### src/rtl/ivt_pkg.sv
package ivt_pkg;
  localparam int ADDR_W = 5;

  localparam logic [ADDR_W-1:0] OFF_FREQ    = 5'h00;
  localparam logic [ADDR_W-1:0] OFF_CTRL    = 5'h04;
  localparam logic [ADDR_W-1:0] OFF_STAT    = 5'h08;
  localparam logic [ADDR_W-1:0] OFF_CNT_LO  = 5'h10;
  localparam logic [ADDR_W-1:0] OFF_CNT_HI  = 5'h14;
  localparam logic [ADDR_W-1:0] OFF_ROLL_LO = 5'h18;
  localparam int                WORD_BYTES  = 4;

  // control field positions
  localparam int CB_RUN   = 0;
  localparam int CB_IRQEN = 1;
  localparam int CB_SHOT  = 2;
  localparam int CB_ZERO  = 3;
  // status field positions
  localparam int SB_IRQ   = 0;
  localparam int SB_DONE  = 1;
endpackage

### src/rtl/ivt_counter.sv
module ivt_counter #(
  parameter int CNT_W = 64
) (
  input  logic             clk,
  input  logic             rst_n,
  input  logic             run,
  input  logic             zero,
  input  logic [CNT_W-1:0] roll,
  output logic [CNT_W-1:0] cnt,
  output logic             hit
);
  // wrap is pipelined: the match is registered, the reset to zero lands a cycle later
  logic pend;

  assign hit = run && !pend && (cnt == roll);

  always_ff @(posedge clk) begin
    if (!rst_n) begin
      cnt  <= '0;
      pend <= 1'b0;
    end else if (zero) begin
      cnt  <= '0;
      pend <= 1'b0;
    end else if (pend) begin
      cnt  <= '0;
      pend <= 1'b0;
    end else if (run) begin
      cnt  <= cnt + CNT_W'(1);
      pend <= hit;
    end
  end

  // two cycles after a match the counter is back at zero
  assert_wrap_zero_R4: assert property (@(posedge clk) disable iff (!rst_n)
    (hit && !zero) |=> ##1 (cnt == '0));

  // an ordinary running cycle advances by one
  assert_count_step_R4: assert property (@(posedge clk) disable iff (!rst_n)
    (run && !pend && !hit && !zero) |=> (cnt == $past(cnt) + CNT_W'(1)));
endmodule

### src/rtl/ivt_regs.sv
module ivt_regs
  import ivt_pkg::*;
#(
  parameter int DATA_W = 32,
  parameter int CNT_W  = 64
) (
  input  logic              clk,
  input  logic              rst_n,
  input  logic              wr_en,
  input  logic [ADDR_W-1:0] addr,
  input  logic [DATA_W-1:0] wdata,
  input  logic              hit,
  output logic              run,
  output logic              irq_en,
  output logic              one_shot,
  output logic              zero_cnt,
  output logic [CNT_W-1:0]  roll,
  output logic              irq_flag,
  output logic              done_flag
);
  localparam int NW = CNT_W / DATA_W;

  logic ctrl_wr, stat_wr, sw_stop, irq_evt, done_evt, irq_clr, done_clr, rearm;
  logic [DATA_W-1:0] roll_q [NW];

  assign ctrl_wr  = wr_en && (addr == OFF_CTRL);
  assign stat_wr  = wr_en && (addr == OFF_STAT);
  assign sw_stop  = ctrl_wr && !wdata[CB_RUN];
  assign irq_evt  = hit && irq_en && !sw_stop;
  assign done_evt = hit && one_shot;
  assign irq_clr  = stat_wr && wdata[SB_IRQ];
  assign done_clr = stat_wr && wdata[SB_DONE];
  assign rearm    = done_clr && done_flag && one_shot && !done_evt;
  assign zero_cnt = (ctrl_wr && wdata[CB_ZERO]) || rearm;

  always_ff @(posedge clk) begin
    if (!rst_n) begin
      run      <= 1'b0;
      irq_en   <= 1'b0;
      one_shot <= 1'b0;
    end else if (ctrl_wr) begin
      run      <= wdata[CB_RUN];
      irq_en   <= wdata[CB_IRQEN] && wdata[CB_RUN];
      one_shot <= wdata[CB_SHOT];
    end else if (rearm) begin
      run      <= 1'b1;
    end else if (done_evt) begin
      run      <= 1'b0;
    end
  end

  always_ff @(posedge clk) begin
    if (!rst_n) begin
      irq_flag  <= 1'b0;
      done_flag <= 1'b0;
    end else begin
      if (irq_evt)       irq_flag  <= 1'b1;
      else if (irq_clr)  irq_flag  <= 1'b0;
      if (done_evt)      done_flag <= 1'b1;
      else if (done_clr) done_flag <= 1'b0;
    end
  end

  for (genvar w = 0; w < NW; w++) begin : g_roll
    localparam logic [ADDR_W-1:0] WOFF = OFF_ROLL_LO + ADDR_W'(WORD_BYTES * w);
    always_ff @(posedge clk) begin
      if (!rst_n)                      roll_q[w] <= '0;
      else if (wr_en && addr == WOFF)  roll_q[w] <= wdata;
    end
    assign roll[w*DATA_W +: DATA_W] = roll_q[w];
  end

  // the interrupt rises only out of a cycle with both run and enable set
  assert_irq_gated_R5: assert property (@(posedge clk) disable iff (!rst_n)
    $rose(irq_flag) |-> ($past(run) && $past(irq_en)));

  // a disabling control write masks a coincident event
  assert_stop_masks_R6: assert property (@(posedge clk) disable iff (!rst_n)
    (hit && ctrl_wr && !wdata[CB_RUN] && !irq_flag) |=> !irq_flag);

  // a coincident event beats the clear
  assert_event_wins_R7: assert property (@(posedge clk) disable iff (!rst_n)
    (hit && irq_en && irq_clr && !ctrl_wr) |=> irq_flag);

  // a single-shot wrap stops the counter and flags completion
  assert_shot_stop_R8: assert property (@(posedge clk) disable iff (!rst_n)
    (hit && one_shot && !ctrl_wr) |=> (!run && done_flag));

  // clearing completion under single-shot starts the counter again
  assert_rearm_R9: assert property (@(posedge clk) disable iff (!rst_n)
    (done_clr && done_flag && one_shot && !hit && !ctrl_wr) |=> (run && !done_flag));
endmodule

### src/rtl/ivt_rdata.sv
module ivt_rdata
  import ivt_pkg::*;
#(
  parameter int          DATA_W     = 32,
  parameter int          CNT_W      = 64,
  parameter logic [31:0] FREQ_HZ    = 32'd250_000_000,
  parameter bit          FREQ_KNOWN = 1'b1
) (
  input  logic              clk,
  input  logic              rst_n,
  input  logic              rd_en,
  input  logic [ADDR_W-1:0] addr,
  input  logic [CNT_W-1:0]  cnt,
  input  logic [CNT_W-1:0]  roll,
  input  logic              run,
  input  logic              irq_en,
  input  logic              one_shot,
  input  logic              irq_flag,
  input  logic              done_flag,
  output logic [DATA_W-1:0] rdata
);
  localparam int NW = CNT_W / DATA_W;

  logic [DATA_W-1:0] freq_word, hold, nxt;

  if (FREQ_KNOWN) begin : g_freq_known
    assign freq_word = FREQ_HZ[DATA_W-1:0];
  end else begin : g_freq_unknown
    assign freq_word = '1;
  end

  always_comb begin
    nxt = '0;
    if (rd_en) begin
      case (addr)
        OFF_FREQ:   nxt = freq_word;
        OFF_CTRL: begin
          nxt[CB_RUN]   = run;
          nxt[CB_IRQEN] = irq_en;
          nxt[CB_SHOT]  = one_shot;
        end
        OFF_STAT: begin
          nxt[SB_IRQ]  = irq_flag;
          nxt[SB_DONE] = done_flag;
        end
        OFF_CNT_LO: nxt = cnt[DATA_W-1:0];
        OFF_CNT_HI: nxt = hold;
        default:    nxt = '0;
      endcase
      for (int w = 0; w < NW; w++) begin
        if (addr == OFF_ROLL_LO + ADDR_W'(WORD_BYTES * w)) nxt = roll[w*DATA_W +: DATA_W];
      end
    end
  end

  always_ff @(posedge clk) begin
    if (!rst_n) begin
      rdata <= '0;
      hold  <= '0;
    end else begin
      rdata <= nxt;
      if (rd_en && addr == OFF_CNT_LO) hold <= cnt[CNT_W-1:DATA_W];
    end
  end

  // no strobe, no data
  assert_idle_zero_R2: assert property (@(posedge clk) disable iff (!rst_n)
    !rd_en |=> (rdata == '0));

  // clear bit and unused control bits always read zero
  assert_ctrl_upper_R3: assert property (@(posedge clk) disable iff (!rst_n)
    (rd_en && addr == OFF_CTRL) |=> (rdata[DATA_W-1:CB_ZERO] == '0));

  // the upper-word read returns what the last low-word read captured
  assert_hold_stable_R10: assert property (@(posedge clk) disable iff (!rst_n)
    !(rd_en && addr == OFF_CNT_LO) |=> $stable(hold));
endmodule

### src/rtl/ivt_timer.sv
module ivt_timer
  import ivt_pkg::*;
#(
  parameter int          DATA_W     = 32,
  parameter logic [31:0] FREQ_HZ    = 32'd250_000_000,
  parameter bit          FREQ_KNOWN = 1'b1
) (
  input  logic              clk,
  input  logic              rst_n,
  input  logic [ADDR_W-1:0] bus_addr,
  input  logic              bus_rd,
  input  logic              bus_wr,
  input  logic [DATA_W-1:0] bus_wdata,
  output logic [DATA_W-1:0] bus_rdata,
  output logic              irq
);
  localparam int CNT_W = 2 * DATA_W;

  logic             run, irq_en, one_shot, zero_cnt, irq_flag, done_flag, hit;
  logic [CNT_W-1:0] roll, cnt;

  ivt_regs #(.DATA_W(DATA_W), .CNT_W(CNT_W)) u_regs (
    .clk       (clk),
    .rst_n     (rst_n),
    .wr_en     (bus_wr),
    .addr      (bus_addr),
    .wdata     (bus_wdata),
    .hit       (hit),
    .run       (run),
    .irq_en    (irq_en),
    .one_shot  (one_shot),
    .zero_cnt  (zero_cnt),
    .roll      (roll),
    .irq_flag  (irq_flag),
    .done_flag (done_flag)
  );

  ivt_counter #(.CNT_W(CNT_W)) u_cnt (
    .clk   (clk),
    .rst_n (rst_n),
    .run   (run),
    .zero  (zero_cnt),
    .roll  (roll),
    .cnt   (cnt),
    .hit   (hit)
  );

  ivt_rdata #(
    .DATA_W     (DATA_W),
    .CNT_W      (CNT_W),
    .FREQ_HZ    (FREQ_HZ),
    .FREQ_KNOWN (FREQ_KNOWN)
  ) u_rd (
    .clk       (clk),
    .rst_n     (rst_n),
    .rd_en     (bus_rd),
    .addr      (bus_addr),
    .cnt       (cnt),
    .roll      (roll),
    .run       (run),
    .irq_en    (irq_en),
    .one_shot  (one_shot),
    .irq_flag  (irq_flag),
    .done_flag (done_flag),
    .rdata     (bus_rdata)
  );

  assign irq = irq_flag;

  // interrupt is low on the first cycle out of reset
  assert_reset_quiet_R1: assert property (@(posedge clk) disable iff (!rst_n)
    $rose(rst_n) |-> !irq);
endmodule

### config.mk
export PLATFORM = sky130hd
export DESIGN_NAME = ivt_timer
export DESIGN_NICKNAME = d
export VERILOG_FILES = /design/src/rtl/ivt_pkg.sv /design/src/rtl/ivt_counter.sv /design/src/rtl/ivt_regs.sv /design/src/rtl/ivt_rdata.sv /design/src/rtl/ivt_timer.sv
export SDC_FILE = /design/constraint.sdc
export NUM_CORES = 1
export LEC_CHECK = 0
export ABC_AREA = 1
export CELL_PAD_IN_SITES_DETAIL_PLACEMENT = 0
export CELL_PAD_IN_SITES_GLOBAL_PLACEMENT = 1
export CORE_UTILIZATION = 43
export CTS_CLUSTER_SIZE = 28
export DETAILED_ROUTE_END_ITERATION = 10
export PLACE_DENSITY_LB_ADDON = 0.1
export SLEW_MARGIN = 20
export SYNTH_ARGS = -nofsm -noshare
export SYNTH_HDL_FRONTEND = slang
export SYNTH_HIERARCHICAL = 1
export SYNTH_SLANG_ARGS = --single-unit
### constraint.sdc
create_clock -name clk -period 2.5 [get_ports clk]
set_clock_uncertainty 0.15 [all_clocks]
set_input_delay 0.5 -clock clk [delete_from_list [all_inputs] [get_ports clk]]
set_output_delay 0.5 -clock clk [all_outputs]
set_load 0.01 [all_outputs]
==> results.py <==
metrics = {
    "run_status": {
        "status": "finished, violations left",
        "violations": "negative setup slack",
    },
    "setup_path": {
        "criticalPathCategory": "register to register",
        "worstPathRequired_ns": 2.74,
        "worstPathArrival_ns": 2.92,
        "cp_max_fo": 8,
        "rrSetupSlack_ns": -0.18,
        "cp-start-kind": "register",
        "end_kind": "register",
    },
    "finish": {
        "mostFrequentLayoutCells": "346 x nand2_1, 276 x nor2_1, 224 x inv_1",
        "drive_above_1_share": 0.216,
        "instances_no_fill": 2150,
        "area_growth_pct": 31.9,
        "layout.cells.most_common": "nand2_1",
        "nNetsFinal": 1854,
    },
    "global_route": {
        "grt_pass1_wl_mm": 67.5,
        "first_global_vias": 10700,
        "grt_max_degree": 40,
        "grt_use_total": 0.358,
        "grt_antenna_before_repair": 0,
        "grt_overflow_total": 0,
    },
    "yosys": {
        "synth_seq_area_share": 0.423,
        "synth-xor-area-share": 0.0153,
        "syn_nets": 1612,
        "synthMuxAreaShare": 0,
        "synth-simple-area-share": 0.351,
        "synth_top_family_by_area": "simple AND/OR/NAND/NOR gates",
        "synth_cell_types": 42,
        "netlist_area_sq_um": 10900,
        "synth.avg_cell_area_sq_um": 6.93,
        "async_reset_ff_frac": 0,
        "synth_ff_type": "dfxtp_1",
        "ys_warn_count": 6,
        "synth_cells": 1570,
        "synth-seq-cells": 198,
        "synth_edf_count": 64,
        "synth_compound_area_frac": 0.102,
        "synth_adder_area_share": 0.00115,
    },
    "route": {
        "drtIter0Drc": 1093,
        "wl_mm": 46.0,
        "vias_per_cell": 5.32,
        "ant_nets": 0,
        "drcViolationCount": 0,
        "wire_per_inst_microns": 21.4,
        "dr.pass1.iters": 6,
        "vias": 11400,
    },
    "placement": {
        "gp_congestion": 1.02,
        "dp.cells": 2102,
        "port-buffer-count": 73,
        "dp_slack_ns": -0.213,
        "hpwlAfterDp_mm": 35.0,
    },
    "power_and_ir_drop": {
        "power_density_nw_per_um2": 490,
        "totalPowerFinal_uw": 7040,
        "vdd_drop_max_v": 0.000342,
        "leakage_uw": 0.00616,
    },
    "timing": {
        "hold_viol": 0,
        "setup_viol": 56,
        "fin_crit_ns": 2.68,
        "period_share": 1.07,
        "grt_setup_unrepaired": "yes",
        "fin_tns_setup_ns": -7.00,
        "worst_slack_ns": -0.181,
        "worst_pin_slew_ns": 0.614,
        "slew_viol_final": 0,
        "max-slew-margin-rel": 0.589,
        "fmax_ghz": 0.373,
    },
    "clock_network": {
        "cts_tree": "done",
        "cts.clk_slew.worst_paths_ns": 0.09,
        "cts_buffers": 17,
        "cts_max_path_buffers": 2,
        "clock-sinks": 198,
        "htreeDepth": 4,
        "insertion_delay_ns": 0.46,
        "cts_root_buf": "clkbuf_16",
    },
    "die": {
        "ios": 74,
        "core_sq_um": 24600,
        "floorplan.initialDensity": 0.442,
        "dieArea_sq_um": 26000,
        "die_w_microns": 161,
        "rows": 57,
        "fp.dieH_microns": 161,
    },
    "flow_run": {
        "maxCapViolations": 0,
    },
    "worst_hold_path": {
        "worstHoldPathType": "register to register",
    },
}
-- cell families (layout without fill, tap and decap cells) --
kind of cell             after synthesis  after routing
adder cells (fa/ha/maj)                1              1
flip-flops                           198            198
AO/OA/AOI/OAI                        195            195
XOR/XNOR                              19             19
other                                  0              1
AND/OR/NAND/NOR                      869            869
buffers and inverters                288            543
-- stage by stage --
stage | area, sq um | util | hold WS (ns)
finish | 14400 | 0.583 | 0.308
global route | 14400 | 0.583 | 0.320
floorplan | 10900 | - | 0.279
CTS | 14100 | 0.574 | 0.307
global placement | 13300 | 0.539 | 0.287
detailed placement | 13300 | 0.539 | 0.295
-- final cells by class --
type | count | area, sq um
Inverter | 242 | 911
Antenna cell | 1 | 2.50
Multi-Input combinational cell | 1084 | 5330
Sequential cell | 198 | 4620
Tap cell | 324 | 405
Clock buffer | 17 | 425
Fill cell | 2436 | 10200
Clock inverter | 15 | 194
Timing Repair Buffer | 269 | 2470
-- report_power, final --
part           internal, uW  switching, uW  leakage, uW
clock network          1380           1570     0.000300
registers              3390           67.8      0.00170
logic                   261            367      0.00416
total                  5030           2010      0.00616
-- flip-flops by register name, indices dropped and copies added (netlist names) --
name / count
u_rd/hold: 32
u_regs/irq_flag: 1
u_cnt/cnt: 64
u_rd/rdata: 32
u_cnt/pend: 1
u_regs/run: 1
u_regs/done_flag: 1
u_regs/one_shot: 1
u_regs/roll_q: 64
u_regs/irq_en: 1
-- worst max-delay path: stages (launching register included) --
cell      delay (ns)
edfxtp_1        0.42
inv_1           0.21
o22ai_1         0.11
nor2_1          0.17
nand3_1         0.13
nor2_2          0.11
nand3_2         0.13
inv_2           0.09
nor2_1          0.04
nand4_1         0.08
o21ai_1         0.09
nor2_1          0.13
nand2_1         0.12
inv_4           0.14
buf_12          0.14
buf_16          0.16
nand2_1         0.08
a21oi_2         0.09
-- final timing paths --
kind	from	to	cells after the start
min reg2reg	u_rd/hold[5]	u_rd/hold[5]	2
max reg2reg	u_regs/roll_q[0][29]	u_cnt/cnt[4]	17
min	u_rd/hold[5]	u_rd/hold[5]	2
max	u_regs/roll_q[0][29]	u_cnt/cnt[4]	17
-- layer usage --
layer  share of wire  routed length [microns]  global-route usage  vias up
li1                -                        -                   -     5446
met1            0.41                    18900               0.474     5343
met2            0.46                    21400               0.584      565
met3           0.089                     4080              0.0560       88
met4           0.037                     1690               0.145        0
met5               0                        0                   0        -
-- synthesized netlist by cell type (7+ instances only) --
cell type / number / area share
o21ai_0: 79 / 0.036
buf_2: 13 / 0.0060
nor3_1: 25 / 0.011
inv_2: 13 / 0.0045
buf_6: 10 / 0.010
nand2_2: 9 / 0.0052
nor2_1: 291 / 0.10
xor2_1: 8 / 0.0064
edfxtp_1: 64 / 0.18
dfxtp_1: 134 / 0.25
nand3_1: 67 / 0.031
inv_1: 229 / 0.079
nor2_4: 12 / 0.012
a21oi_1: 54 / 0.025
o211ai_1: 45 / 0.031
clkbuf_1: 17 / 0.0059
xnor2_1: 11 / 0.0089
nor2_2: 50 / 0.029
nand2_1: 366 / 0.13
nand4_1: 25 / 0.014
o21ai_1: 7 / 0.0032
-- timing repair --
| action | 4_1_cts | 5_1_grt |
|---|---|---|
| gates resized for setup | 46 | 68 |
| pin swaps | 30 | 31 |
| setup endpoints to repair | 65 | 66 |
| buffers inserted | 9 | 3 |
| hold buffers | 0 | 0 |
| gates cloned | 3 | 0 |
Note: power is estimated with default switching activity, not from simulation.
